`src/rtl/pmem_pkg.sv`:
```
package pmem_pkg;

  // Strobes from control to datapath, valid for one clock
  typedef struct packed {
    logic shiftRx;     // capture sampled SDA into receive shifter
    logic loadTx;      // load transmit shifter from memory at counter
    logic shiftTx;     // present next transmit bit
    logic driveAck;    // pull SDA low for an ACK bit
    logic releaseSda;  // stop pulling SDA
    logic setAddr;     // load counter from received word address
    logic writeStep;   // store received byte, step counter in page
    logic readStep;    // step counter across the whole array
  } strb_t;

  // Bus events from datapath to control
  typedef struct packed {
    logic       sclRise;
    logic       sclFall;
    logic       startCond;
    logic       stopCond;
    logic       sdaBit;
    logic [7:0] rxByte;
  } bus_ev_t;

  typedef enum logic [2:0] {
    ST_IDLE,
    ST_DEVADDR,
    ST_DEVACK,
    ST_WADDR,
    ST_WDATA,
    ST_ACK,
    ST_RDATA,
    ST_RACK
  } slv_state_t;

endpackage

```
`src/rtl/pmem_dpath.sv`:
```
module pmem_dpath
  import pmem_pkg::*;
#(
  parameter int MEM_BYTES  = 128,
  parameter int PAGE_BYTES = 8
) (
  input  logic    clk,
  input  logic    rstN,
  input  logic    sclIn,
  input  logic    sdaIn,
  input  logic    wrProtect,
  input  strb_t   strb,
  output bus_ev_t ev,
  output logic    sdaDrvLow
);
  localparam int ADDR_W = $clog2(MEM_BYTES);
  localparam int PAGE_W = $clog2(PAGE_BYTES);

  logic [1:0] sclSync, sdaSync;
  logic       sclPrev, sdaPrev;
  logic       sclS, sdaS;
  logic [7:0] rxReg, txReg;
  logic [ADDR_W-1:0] addrCnt;
  logic [7:0] memArr [MEM_BYTES];
  logic [7:0] curByte;

  assign sclS    = sclSync[1];
  assign sdaS    = sdaSync[1];
  assign curByte = memArr[addrCnt];

  // Two-flop synchronizers plus one history flop for edge detection
  always_ff @(posedge clk or negedge rstN) begin
    if (!rstN) begin
      sclSync <= 2'b11;
      sdaSync <= 2'b11;
      sclPrev <= 1'b1;
      sdaPrev <= 1'b1;
    end else begin
      sclSync <= {sclSync[0], sclIn};
      sdaSync <= {sdaSync[0], sdaIn};
      sclPrev <= sclS;
      sdaPrev <= sdaS;
    end
  end

  always_comb begin
    ev.sclRise   = sclS && !sclPrev;
    ev.sclFall   = !sclS && sclPrev;
    ev.startCond = sclS && sclPrev && sdaPrev && !sdaS;
    ev.stopCond  = sclS && sclPrev && !sdaPrev && sdaS;
    ev.sdaBit    = sdaS;
    ev.rxByte    = rxReg;
  end

  // Shifters
  always_ff @(posedge clk or negedge rstN) begin
    if (!rstN) begin
      rxReg <= '0;
      txReg <= '0;
    end else begin
      if (strb.shiftRx) rxReg <= {rxReg[6:0], sdaS};
      if (strb.loadTx)       txReg <= curByte;
      else if (strb.shiftTx) txReg <= {txReg[6:0], 1'b0};
    end
  end

  // Open-drain output register
  always_ff @(posedge clk or negedge rstN) begin
    if (!rstN)                                          sdaDrvLow <= 1'b0;
    else if (ev.startCond || ev.stopCond || strb.releaseSda) sdaDrvLow <= 1'b0;
    else if (strb.driveAck)                             sdaDrvLow <= 1'b1;
    else if (strb.loadTx)                               sdaDrvLow <= ~curByte[7];
    else if (strb.shiftTx)                              sdaDrvLow <= ~txReg[6];
  end

  // Shared address counter: array-wide step for reads, in-page step for writes
  always_ff @(posedge clk or negedge rstN) begin
    if (!rstN)               addrCnt <= '0;
    else if (strb.setAddr)   addrCnt <= rxReg[ADDR_W-1:0];
    else if (strb.writeStep) addrCnt <= {addrCnt[ADDR_W-1:PAGE_W],
                                         addrCnt[PAGE_W-1:0] + PAGE_W'(1)};
    else if (strb.readStep)  addrCnt <= addrCnt + ADDR_W'(1);
  end

  // Storage array, cleared by reset
  always_ff @(posedge clk or negedge rstN) begin
    if (!rstN) begin
      for (int i = 0; i < MEM_BYTES; i++) memArr[i] <= '0;
    end else if (strb.writeStep && !wrProtect) begin
      memArr[addrCnt] <= rxReg;
    end
  end


  sda_quiet_scl_high_chk: assert property (@(posedge clk) disable iff (!rstN)
    (sclS && sclPrev && !ev.startCond && !ev.stopCond) |=> $stable(sdaDrvLow));


  page_bits_fixed_chk: assert property (@(posedge clk) disable iff (!rstN)
    strb.writeStep |=> (addrCnt[ADDR_W-1:PAGE_W] == $past(addrCnt[ADDR_W-1:PAGE_W])));


  protect_holds_chk: assert property (@(posedge clk) disable iff (!rstN)
    (strb.writeStep && wrProtect) |=> (memArr[$past(addrCnt)] == $past(curByte)));


  read_wrap_chk: assert property (@(posedge clk) disable iff (!rstN)
    (strb.readStep && addrCnt == ADDR_W'(MEM_BYTES - 1)) |=> (addrCnt == '0));

endmodule

```
`src/rtl/pmem_ctrl.sv`:
```
module pmem_ctrl
  import pmem_pkg::*;
#(
  parameter logic [6:0] DEV_ADDR = 7'h50
) (
  input  logic    clk,
  input  logic    rstN,
  input  bus_ev_t ev,
  input  logic    busDrv,
  output strb_t   strb
);
  slv_state_t state, nState;
  logic [3:0] bitCnt, nBit;
  logic       rwBit, nRw;
  logic       mAck, nMAck;

  always_comb begin
    strb   = '0;
    nState = state;
    nBit   = bitCnt;
    nRw    = rwBit;
    nMAck  = mAck;
    if (ev.startCond) begin
      nState          = ST_DEVADDR;
      nBit            = '0;
      strb.releaseSda = 1'b1;
    end else if (ev.stopCond) begin
      nState          = ST_IDLE;
      nBit            = '0;
      strb.releaseSda = 1'b1;
    end else begin
      unique case (state)
        ST_DEVADDR, ST_WADDR, ST_WDATA: begin
          if (ev.sclRise && bitCnt < 4'd8) begin
            strb.shiftRx = 1'b1;
            nBit         = bitCnt + 4'd1;
          end else if (ev.sclFall && bitCnt == 4'd8) begin
            nBit = '0;
            if (state == ST_DEVADDR) begin
              if (ev.rxByte[7:1] == DEV_ADDR) begin
                strb.driveAck = 1'b1;
                nRw           = ev.rxByte[0];
                nState        = ST_DEVACK;
              end else begin
                nState = ST_IDLE;
              end
            end else if (state == ST_WADDR) begin
              strb.driveAck = 1'b1;
              strb.setAddr  = 1'b1;
              nState        = ST_ACK;
            end else begin
              strb.driveAck  = 1'b1;
              strb.writeStep = 1'b1;
              nState         = ST_ACK;
            end
          end
        end
        ST_DEVACK: begin
          if (ev.sclFall) begin
            if (rwBit) begin
              strb.loadTx   = 1'b1;
              strb.readStep = 1'b1;
              nState        = ST_RDATA;
            end else begin
              strb.releaseSda = 1'b1;
              nState          = ST_WADDR;
            end
          end
        end
        ST_ACK: begin
          if (ev.sclFall) begin
            strb.releaseSda = 1'b1;
            nState          = ST_WDATA;
          end
        end
        ST_RDATA: begin
          if (ev.sclRise) begin
            nBit = bitCnt + 4'd1;
          end else if (ev.sclFall) begin
            if (bitCnt == 4'd8) begin
              strb.releaseSda = 1'b1;
              nBit            = '0;
              nMAck           = 1'b0;
              nState          = ST_RACK;
            end else begin
              strb.shiftTx = 1'b1;
            end
          end
        end
        ST_RACK: begin
          if (ev.sclRise) begin
            nMAck = !ev.sdaBit;
          end else if (ev.sclFall) begin
            if (mAck) begin
              strb.loadTx   = 1'b1;
              strb.readStep = 1'b1;
              nState        = ST_RDATA;
            end else begin
              nState = ST_IDLE;
            end
          end
        end
        default: ;
      endcase
    end
  end

  always_ff @(posedge clk or negedge rstN) begin
    if (!rstN) begin
      state  <= ST_IDLE;
      bitCnt <= '0;
      rwBit  <= 1'b0;
      mAck   <= 1'b0;
    end else begin
      state  <= nState;
      bitCnt <= nBit;
      rwBit  <= nRw;
      mAck   <= nMAck;
    end
  end


  host_ack_released_chk: assert property (@(posedge clk) disable iff (!rstN)
    (state == ST_RACK) |-> !busDrv);


  idle_released_chk: assert property (@(posedge clk) disable iff (!rstN)
    (state == ST_IDLE) |-> !busDrv);


  bit_count_range_chk: assert property (@(posedge clk) disable iff (!rstN)
    bitCnt <= 4'd8);

endmodule

```
`src/rtl/pmem_slave.sv`:
```
module pmem_slave
  import pmem_pkg::*;
#(
  parameter logic [6:0] DEV_ADDR   = 7'h50,
  parameter int         MEM_BYTES  = 128,
  parameter int         PAGE_BYTES = 8
) (
  input  logic clk,
  input  logic rstN,
  input  logic sclIn,
  input  logic sdaIn,
  input  logic wrProtect,
  output logic sdaDrvLow
);
  strb_t   strb;
  bus_ev_t ev;

  pmem_ctrl #(.DEV_ADDR(DEV_ADDR)) u_ctrl (
    .clk    (clk),
    .rstN   (rstN),
    .ev     (ev),
    .busDrv (sdaDrvLow),
    .strb   (strb)
  );

  pmem_dpath #(.MEM_BYTES(MEM_BYTES), .PAGE_BYTES(PAGE_BYTES)) u_dpath (
    .clk       (clk),
    .rstN      (rstN),
    .sclIn     (sclIn),
    .sdaIn     (sdaIn),
    .wrProtect (wrProtect),
    .strb      (strb),
    .ev        (ev),
    .sdaDrvLow (sdaDrvLow)
  );

endmodule

```
`config.mk`:
```
export PLATFORM = sky130hd
export DESIGN_NAME = pmem_slave
export DESIGN_NICKNAME = d
export VERILOG_FILES = /design/src/rtl/pmem_pkg.sv /design/src/rtl/pmem_dpath.sv /design/src/rtl/pmem_ctrl.sv /design/src/rtl/pmem_slave.sv
export SDC_FILE = /design/constraint.sdc
export NUM_CORES = 2
export LEC_CHECK = 0
export ABC_AREA = 1
export BUFFER_PORTS_ARGS = -buffer_cell sky130_fd_sc_hd__buf_4
export CAP_MARGIN = 5
export CORE_UTILIZATION = 60
export CTS_BUF_LIST = sky130_fd_sc_hd__clkbuf_4 sky130_fd_sc_hd__clkbuf_8
export DETAILED_ROUTE_END_ITERATION = 6
export PLACE_DENSITY = 0.84
export SLEW_MARGIN = 5
export SYNTH_ARGS = -nofsm -noshare
export SYNTH_HDL_FRONTEND = slang
export SYNTH_SLANG_ARGS = --single-unit
```
`constraint.sdc`:
```
create_clock -name clk -period 5.1 [get_ports clk]
set_input_delay 0.255 -clock clk [delete_from_list [all_inputs] [get_ports clk]]
set_output_delay 0.255 -clock clk [all_outputs]
set_load 0.02 [all_outputs]
```
# After elaboration in Yosys (flattened, before gate mapping)
# Cells that the tools add are included.
dict set report classes {
  bitwise 6
  reduce_logical 31
  n_addsub 3
  mux 80
  eq_ne 26
  magnitude_cmp 3
}
# op n
set op_table {}
lappend op_table {{bitwise mux 1024 bit} 1}
lappend op_table {{binary-select mux 8 bit (select 7 bit)} 1}
lappend op_table {{demux 8 bit (select 7 bit)} 1}
lappend op_table {{two-way mux 3 bit} 16}
lappend op_table {{two-way mux 4 bit} 9}
lappend op_table {{two-way mux 7 bit} 5}
lappend op_table {{two-way mux 1 bit} 34}
lappend op_table {{two-way mux 8 bit} 3}
lappend op_table {{!= test 4 x 1 -> 1 bit, second input constant} 6}
lappend op_table {{!= test 5 x 1 -> 1 bit, second input constant} 3}
lappend op_table {{case mux 3 bit (5 select lines)} 1}
lappend op_table {{AND reduction 7 bit} 2}
lappend op_table {{equality test 3 bit, second input constant} 4}
lappend op_table {{!= test 4 x 2 -> 1 bit, second input constant} 3}
lappend op_table {{logical AND 1 bit} 11}
lappend op_table {{two-way mux 2 bit} 5}
lappend op_table {{AND reduction 10 bit} 1}
lappend op_table {{>= comparator 8 bit, second input constant} 1}
lappend op_table {{less-than comparator 8 x 1 -> 1 bit, second input constant} 1}
lappend op_table {{NOT 7 -> 8 bit} 1}
lappend op_table {{case mux 4 bit (2 select lines)} 1}
lappend op_table {{nonzero test 4 bit} 2}
lappend op_table {{adder 7 x 1 -> 7 bit, second input constant} 1}
lappend op_table {{equality test 7 bit, second input constant} 1}
lappend op_table {{other kinds (19)} 35}
dict set report word_totals {
  regBits 1062
  inputBits 5
  output_inout_bits 1
  elab_cells 290
}

# Depth between registers and ports, before layout
dict set report depth {
  word_depth 12
  mapped_depth 17
  ltp_nobuf 15
}

# Cells and area by module
# From an unflattened synthesis, not the netlist that was laid out.
dict set report hier_totals {
  cells_unflattened 6451
  hier_area_um2 49721.4
}
# mod area_per_inst_um2 cells_each n_inst seq_area_each_um2
set by_module_without_submodules {}
lappend by_module_without_submodules {pmem_dpath 48774.3 6293 1 26357.8}
lappend by_module_without_submodules {pmem_ctrl 947.2 158 1 225.2}

# Worst setup path after synthesis
# No wires, ideal clock.
dict set report synth_timing {
  path_type {reg-to-reg}
  from {register u_ctrl.bitCnt[0]}
  to {register u_dpath.memArr[38] in the netlist's numbering}
  setup_slack_ps 2971
  t_required_ps 4970
  setup_time_ps 130
  n_path_buf 3
  period_less_slack_ps 2129
  arrival_ps 1999
  stages_incl_launch_ff 14
  path_cell_list {dfrtp_1 inv_1 ha_1 nand3_1 nor2_4 nand2_2 or2_4 buf_12 nor2_8 buf_12 nand2_4 buf_2 nand2_1 o21ai_1}
}
dict set report synth_between {
  elab_chain_len 8
  word_cells_on_any_way 10
  cone_classes {order compare (1); eq/ne (1); mux (5); reduce/logical (3)}
}
# item line_no
set synth_rtl {}
lappend synth_rtl {{start: declaration} pmem_ctrl.sv:13} ;# logic [3:0] bitCnt, nBit;
lappend synth_rtl {{start signal: assignment} pmem_ctrl.sv:116} ;# bitCnt <= nBit;
lappend synth_rtl {{branches (longest 3 deep; another with less-than comparator 4 bit)} -}
lappend synth_rtl {{two-way mux 2 bit (*)} pmem_ctrl.sv:34} ;# if (ev.sclRise && bitCnt < 4'd8) begin
lappend synth_rtl {{two-way mux 2 bit (*)} pmem_ctrl.sv:32} ;# unique case (state)
lappend synth_rtl {{two-way mux 3 bit (*)} pmem_ctrl.sv:27} ;# end else if (ev.stopCond) begin
lappend synth_rtl {{two-way mux 3 bit (*)} pmem_ctrl.sv:23} ;# if (ev.startCond) begin
lappend synth_rtl {{logical AND 1 bit (*)} pmem_dpath.sv:89} ;# end else if (strb.writeStep && !wrProtect) begin
lappend synth_rtl {{end signal: indexed assignment} pmem_dpath.sv:90} ;# memArr[addrCnt] <= rxReg;
lappend synth_rtl {{end: declaration} pmem_dpath.sv:24} ;# logic [7:0] memArr [MEM_BYTES];
# Every way passes the cells marked *.
# A chain may end at the register's enable or synchronous reset.

# Worst setup path after layout
dict set report layout_timing {
  from {register u_dpath.addrCnt[1]}
  to {register u_dpath.memArr[149] in the netlist's numbering}
}
dict set report layout_between {
  elab_chain_len 6
  word_cells_on_any_way 7
  cone_classes {order compare (2); mux (3); bitwise (1); reduce/logical (1)}
}
# item line_no
set layout_rtl {}
lappend layout_rtl {{start: declaration} pmem_dpath.sv:23} ;# logic [ADDR_W-1:0] addrCnt;
lappend layout_rtl {{start signal: assignment} pmem_dpath.sv:79} ;# else if (strb.setAddr) addrCnt <= rxReg[ADDR_W-1:0];
lappend layout_rtl {{start signal: assignment} pmem_dpath.sv:80} ;# else if (strb.writeStep) addrCnt <= {addrCnt[ADDR_W-1:PAGE_W],
lappend layout_rtl {{start signal: assignment} pmem_dpath.sv:82} ;# else if (strb.readStep) addrCnt <= addrCnt + ADDR_W'(1);
lappend layout_rtl {{NOT 7 -> 8 bit (not written as such) (*)} pmem_dpath.sv:90}
lappend layout_rtl {{>= comparator 8 bit (not written as such) or less-than comparator 8 x 1 -> 1 bit (tied branches)} pmem_dpath.sv:90}
lappend layout_rtl {{logical AND 1 bit (not written as such)} pmem_dpath.sv:90}
lappend layout_rtl {{two-way mux 8 bit (not written as such)} pmem_dpath.sv:90}
lappend layout_rtl {{demux 8 bit (select 7 bit) (*)} pmem_dpath.sv:90}
lappend layout_rtl {{bitwise mux 1024 bit (*)} pmem_dpath.sv:90}
# Every way passes the cells marked *; elsewhere a longest branch is shown, timed or not.

==> impl_metrics.tcl <==
set metrics [dict create \
    status "complete, no violations" \
    numCtsBuffers 168 \
    grt_pass1_vias 39500 \
    cp_slowest_stage_delay_ns 0.77 \
    grt.overflow.total 0 \
    finalSetupViolCount 0 \
    clock_sinks 1062 \
    htreeDepth 4 \
    final_antenna_net_count 0 \
    yosys_warnings 0 \
    die-height_um 287 \
    finalWorstSetupSlack_ns 0.612 \
    mostFrequentLayoutCells "nand2_1, o21ai_0, dfrtp_1" \
    path_clk_slew_ns 0.06 \
    min_period_ns 4.49 \
    top_layer_used "met5" \
    start_util_pct 60.5 \
    fin_area_um2 51900 \
    vias 41900 \
    synthFlopType "dfrtp_1" \
    cp.arrival_ns 5.21 \
    drive_gt1_share_pct 9.10 \
    drv_cap 0 \
    skew_ns 0.0427 \
    drtIter0Drc 6292 \
    cts-root-buf "clkbuf_8" \
    synthesis.area_um2 48600 \
    syn-mean-instance-area_um2 8.43 \
    cp-start-kind "register" \
    synth_nets 5778 \
    post-route-util_pct 64.6 \
    worstSetupPathType "reg2reg" \
    dp_hpwl_um 82300 \
    nets 5597 \
    synth_cell_types 40 \
    crit_start "u_dpath.addrCnt[1]" \
    place_area_um2 48300 \
    crit_fanout 31 \
    wl_met3_um 17600 \
    drtPass1Iterations 7 \
    die_area_um2 82200 \
    end_kind "register" \
    clockBufferDepth 3 \
    wl_per_cell_um 20.9 \
    pre_cts_slack_ns 0.957 \
    critPathBufInv 4 \
    holdWs_ns 0.0505 \
    rows 104 \
    rsz0062_at_grt "false" \
    holdCritStartpoint "sclIn" \
    antenna_found_initial 4 \
    slew_viol_final 0 \
    synth_edf_count 0 \
    postCtsSetupRepairBufs 0 \
    grt_max_degree 189 \
    io_buffers 5 \
    cts_resized 0 \
    drcViolationCount 0 \
    slowest_stage "inv_2" \
    mostFrequentLayoutCell "nand2_1" \
    finalHoldViolCount 0 \
    fmax_ghz 0.223 \
    cts_tree "yes" \
    powerDensity_nw_per_um2 379 \
    cp_cell_sequence "buf_4 > inv_2 > nand2_2 > nor2_1 > buf_4 > inv_2 > nor2_8 > nand2_1 > nand2_1 > o21ai_0" \
    finalCritPeriodShare_pct 88.0 \
    place_congestion 0.980 \
    grt_pass1_wl_um 222000 \
    worstMarginPinSlew_ns 1.21 \
    synth-seq-area-share_pct 54.7 \
    path_delay_family "simple AND/OR/NAND/NOR gates" \
    drt-vias-per-instance 6.18 \
    ios 6 \
    grt_use_total_pct 34.7 \
    finalSetupTns_ns 0 \
    postCtsHoldBufs 4 \
    wl_um 141000 \
    wl_met2_um 62000 \
    syn-instance-count 5770 \
    ys_seq_elements 1062 \
    p_leak_nw 24.7 \
    die_w_um 287 \
    r2r_start "u_dpath.addrCnt[1]" \
    clk_latency_ns 0.87 \
    maxSlewHeadroom_pct 19.0 \
    async_flop_share_pct 100 \
    vdd_ir_drop_max_mv 0.365 \
    area_delta_synth_final_pct 6.78 \
    wl_met1_um 54600 \
    crit_required_ns 5.83 \
    core-area_um2 80400 \
    hp-class "in2reg" \
]
-- worst paths after layout --
kind / to / slack (ns) / depth (start not counted)
worst max-delay path: u_dpath.memArr[149] / 0.61 / 10
max in group asynchronous: u_dpath.memArr[999] / 3.70 / 4
worst min register to register: u_dpath.sdaSync[1] / 0.36 / 0
worst max register to register: u_dpath.memArr[149] / 0.61 / 10
worst min-delay path: u_dpath.sclSync[0] / 0.05 / 2
min in group asynchronous: u_dpath.memArr[166] / 0.12 / 3
-- metrics by stage --
stage / instances / total power, mW
global placement: 6475 / 12.0
CTS: 6775 / 19.6
global route: 6776 / 20.4
detailed placement: 6475 / 12.0
floorplan: 5770 / 10.9
finish: 6778 / 19.7
-- where the power goes --
| group | total (mW) | switching (mW) | internal, mW |
|---|---|---|---|
| Combinational | 3.41 | 2.72 | 0.682 |
| Clock | 7.71 | 3.50 | 4.21 |
| Sequential | 8.57 | 0.0839 | 8.49 |
| Total | 19.7 | 6.31 | 13.4 |
-- layout make-up --
cell class / instances / area (um2)
Antenna cell: 3 / 7.51
Clock buffer: 267 / 3320
Clock inverter: 29 / 273
Fill cell: 6349 / 28500
Inverter: 149 / 586
Multi-Input combinational cell: 4144 / 19200
Sequential cell: 1062 / 26600
Tap cell: 1060 / 1330
Timing Repair Buffer: 64 / 653
-- per-layer routing --
metal	vias up	track usage, %
li1	18700	-
met1	20000	47.3
met2	2730	50.9
met3	528	9.18
met4	4	18.3
met5	-	0
-- Yosys cell counts (15+ instances only) --
library cell / count / area (um2)
nand2_1: 1584 / 5950
o21ai_0: 1273 / 6370
dfrtp_1: 1056 / 26400
nor2_1: 639 / 2400
clkbuf_1: 242 / 908
o21ai_1: 219 / 1100
o22ai_1: 148 / 926
inv_1: 135 / 507
nand2_4: 80 / 901
buf_2: 79 / 395
buf_6: 68 / 766
nand3_1: 34 / 170
nand4_1: 24 / 150
o211ai_1: 18 / 135
a21oi_1: 16 / 80.1
a22oi_1: 15 / 113
-- sequential cells by signal, summed over array words and instances, names as in the netlist --
register and flops:
u_dpath.memArr 1024, u_dpath.rxReg 8, u_dpath.addrCnt 7, u_dpath.txReg 7, u_ctrl.bitCnt 4, u_ctrl.state 3, u_dpath.sclSync 2, u_dpath.sdaSync 2
u_ctrl.mAck 1, u_ctrl.rwBit 1, u_dpath.sclPrev 1, u_dpath.sdaDrvLow 1, u_dpath.sdaPrev 1
-- kinds of logic after synthesis --
| logic type | synth area share (%) |
|---|---|
| fa+ha+maj | 0.0772 |
| simple gates | 21.0 |
| compound gates | 18.2 |
| buf+inv | 5.94 |
| flops | 54.7 |
| xor+xnor | 0.0360 |
-- worst reg2reg max path, cell delays in order, from the launching register on --
cell     delay [ns]
dfrtp_2        0.40
buf_4          0.25
inv_2          0.77
nand2_2        0.50
nor2_1         0.21
buf_4          0.30
inv_2          0.34
nor2_8         0.71
nand2_1        0.56
nand2_1        0.21
o21ai_0        0.11
(Power assumes the default switching activity.)
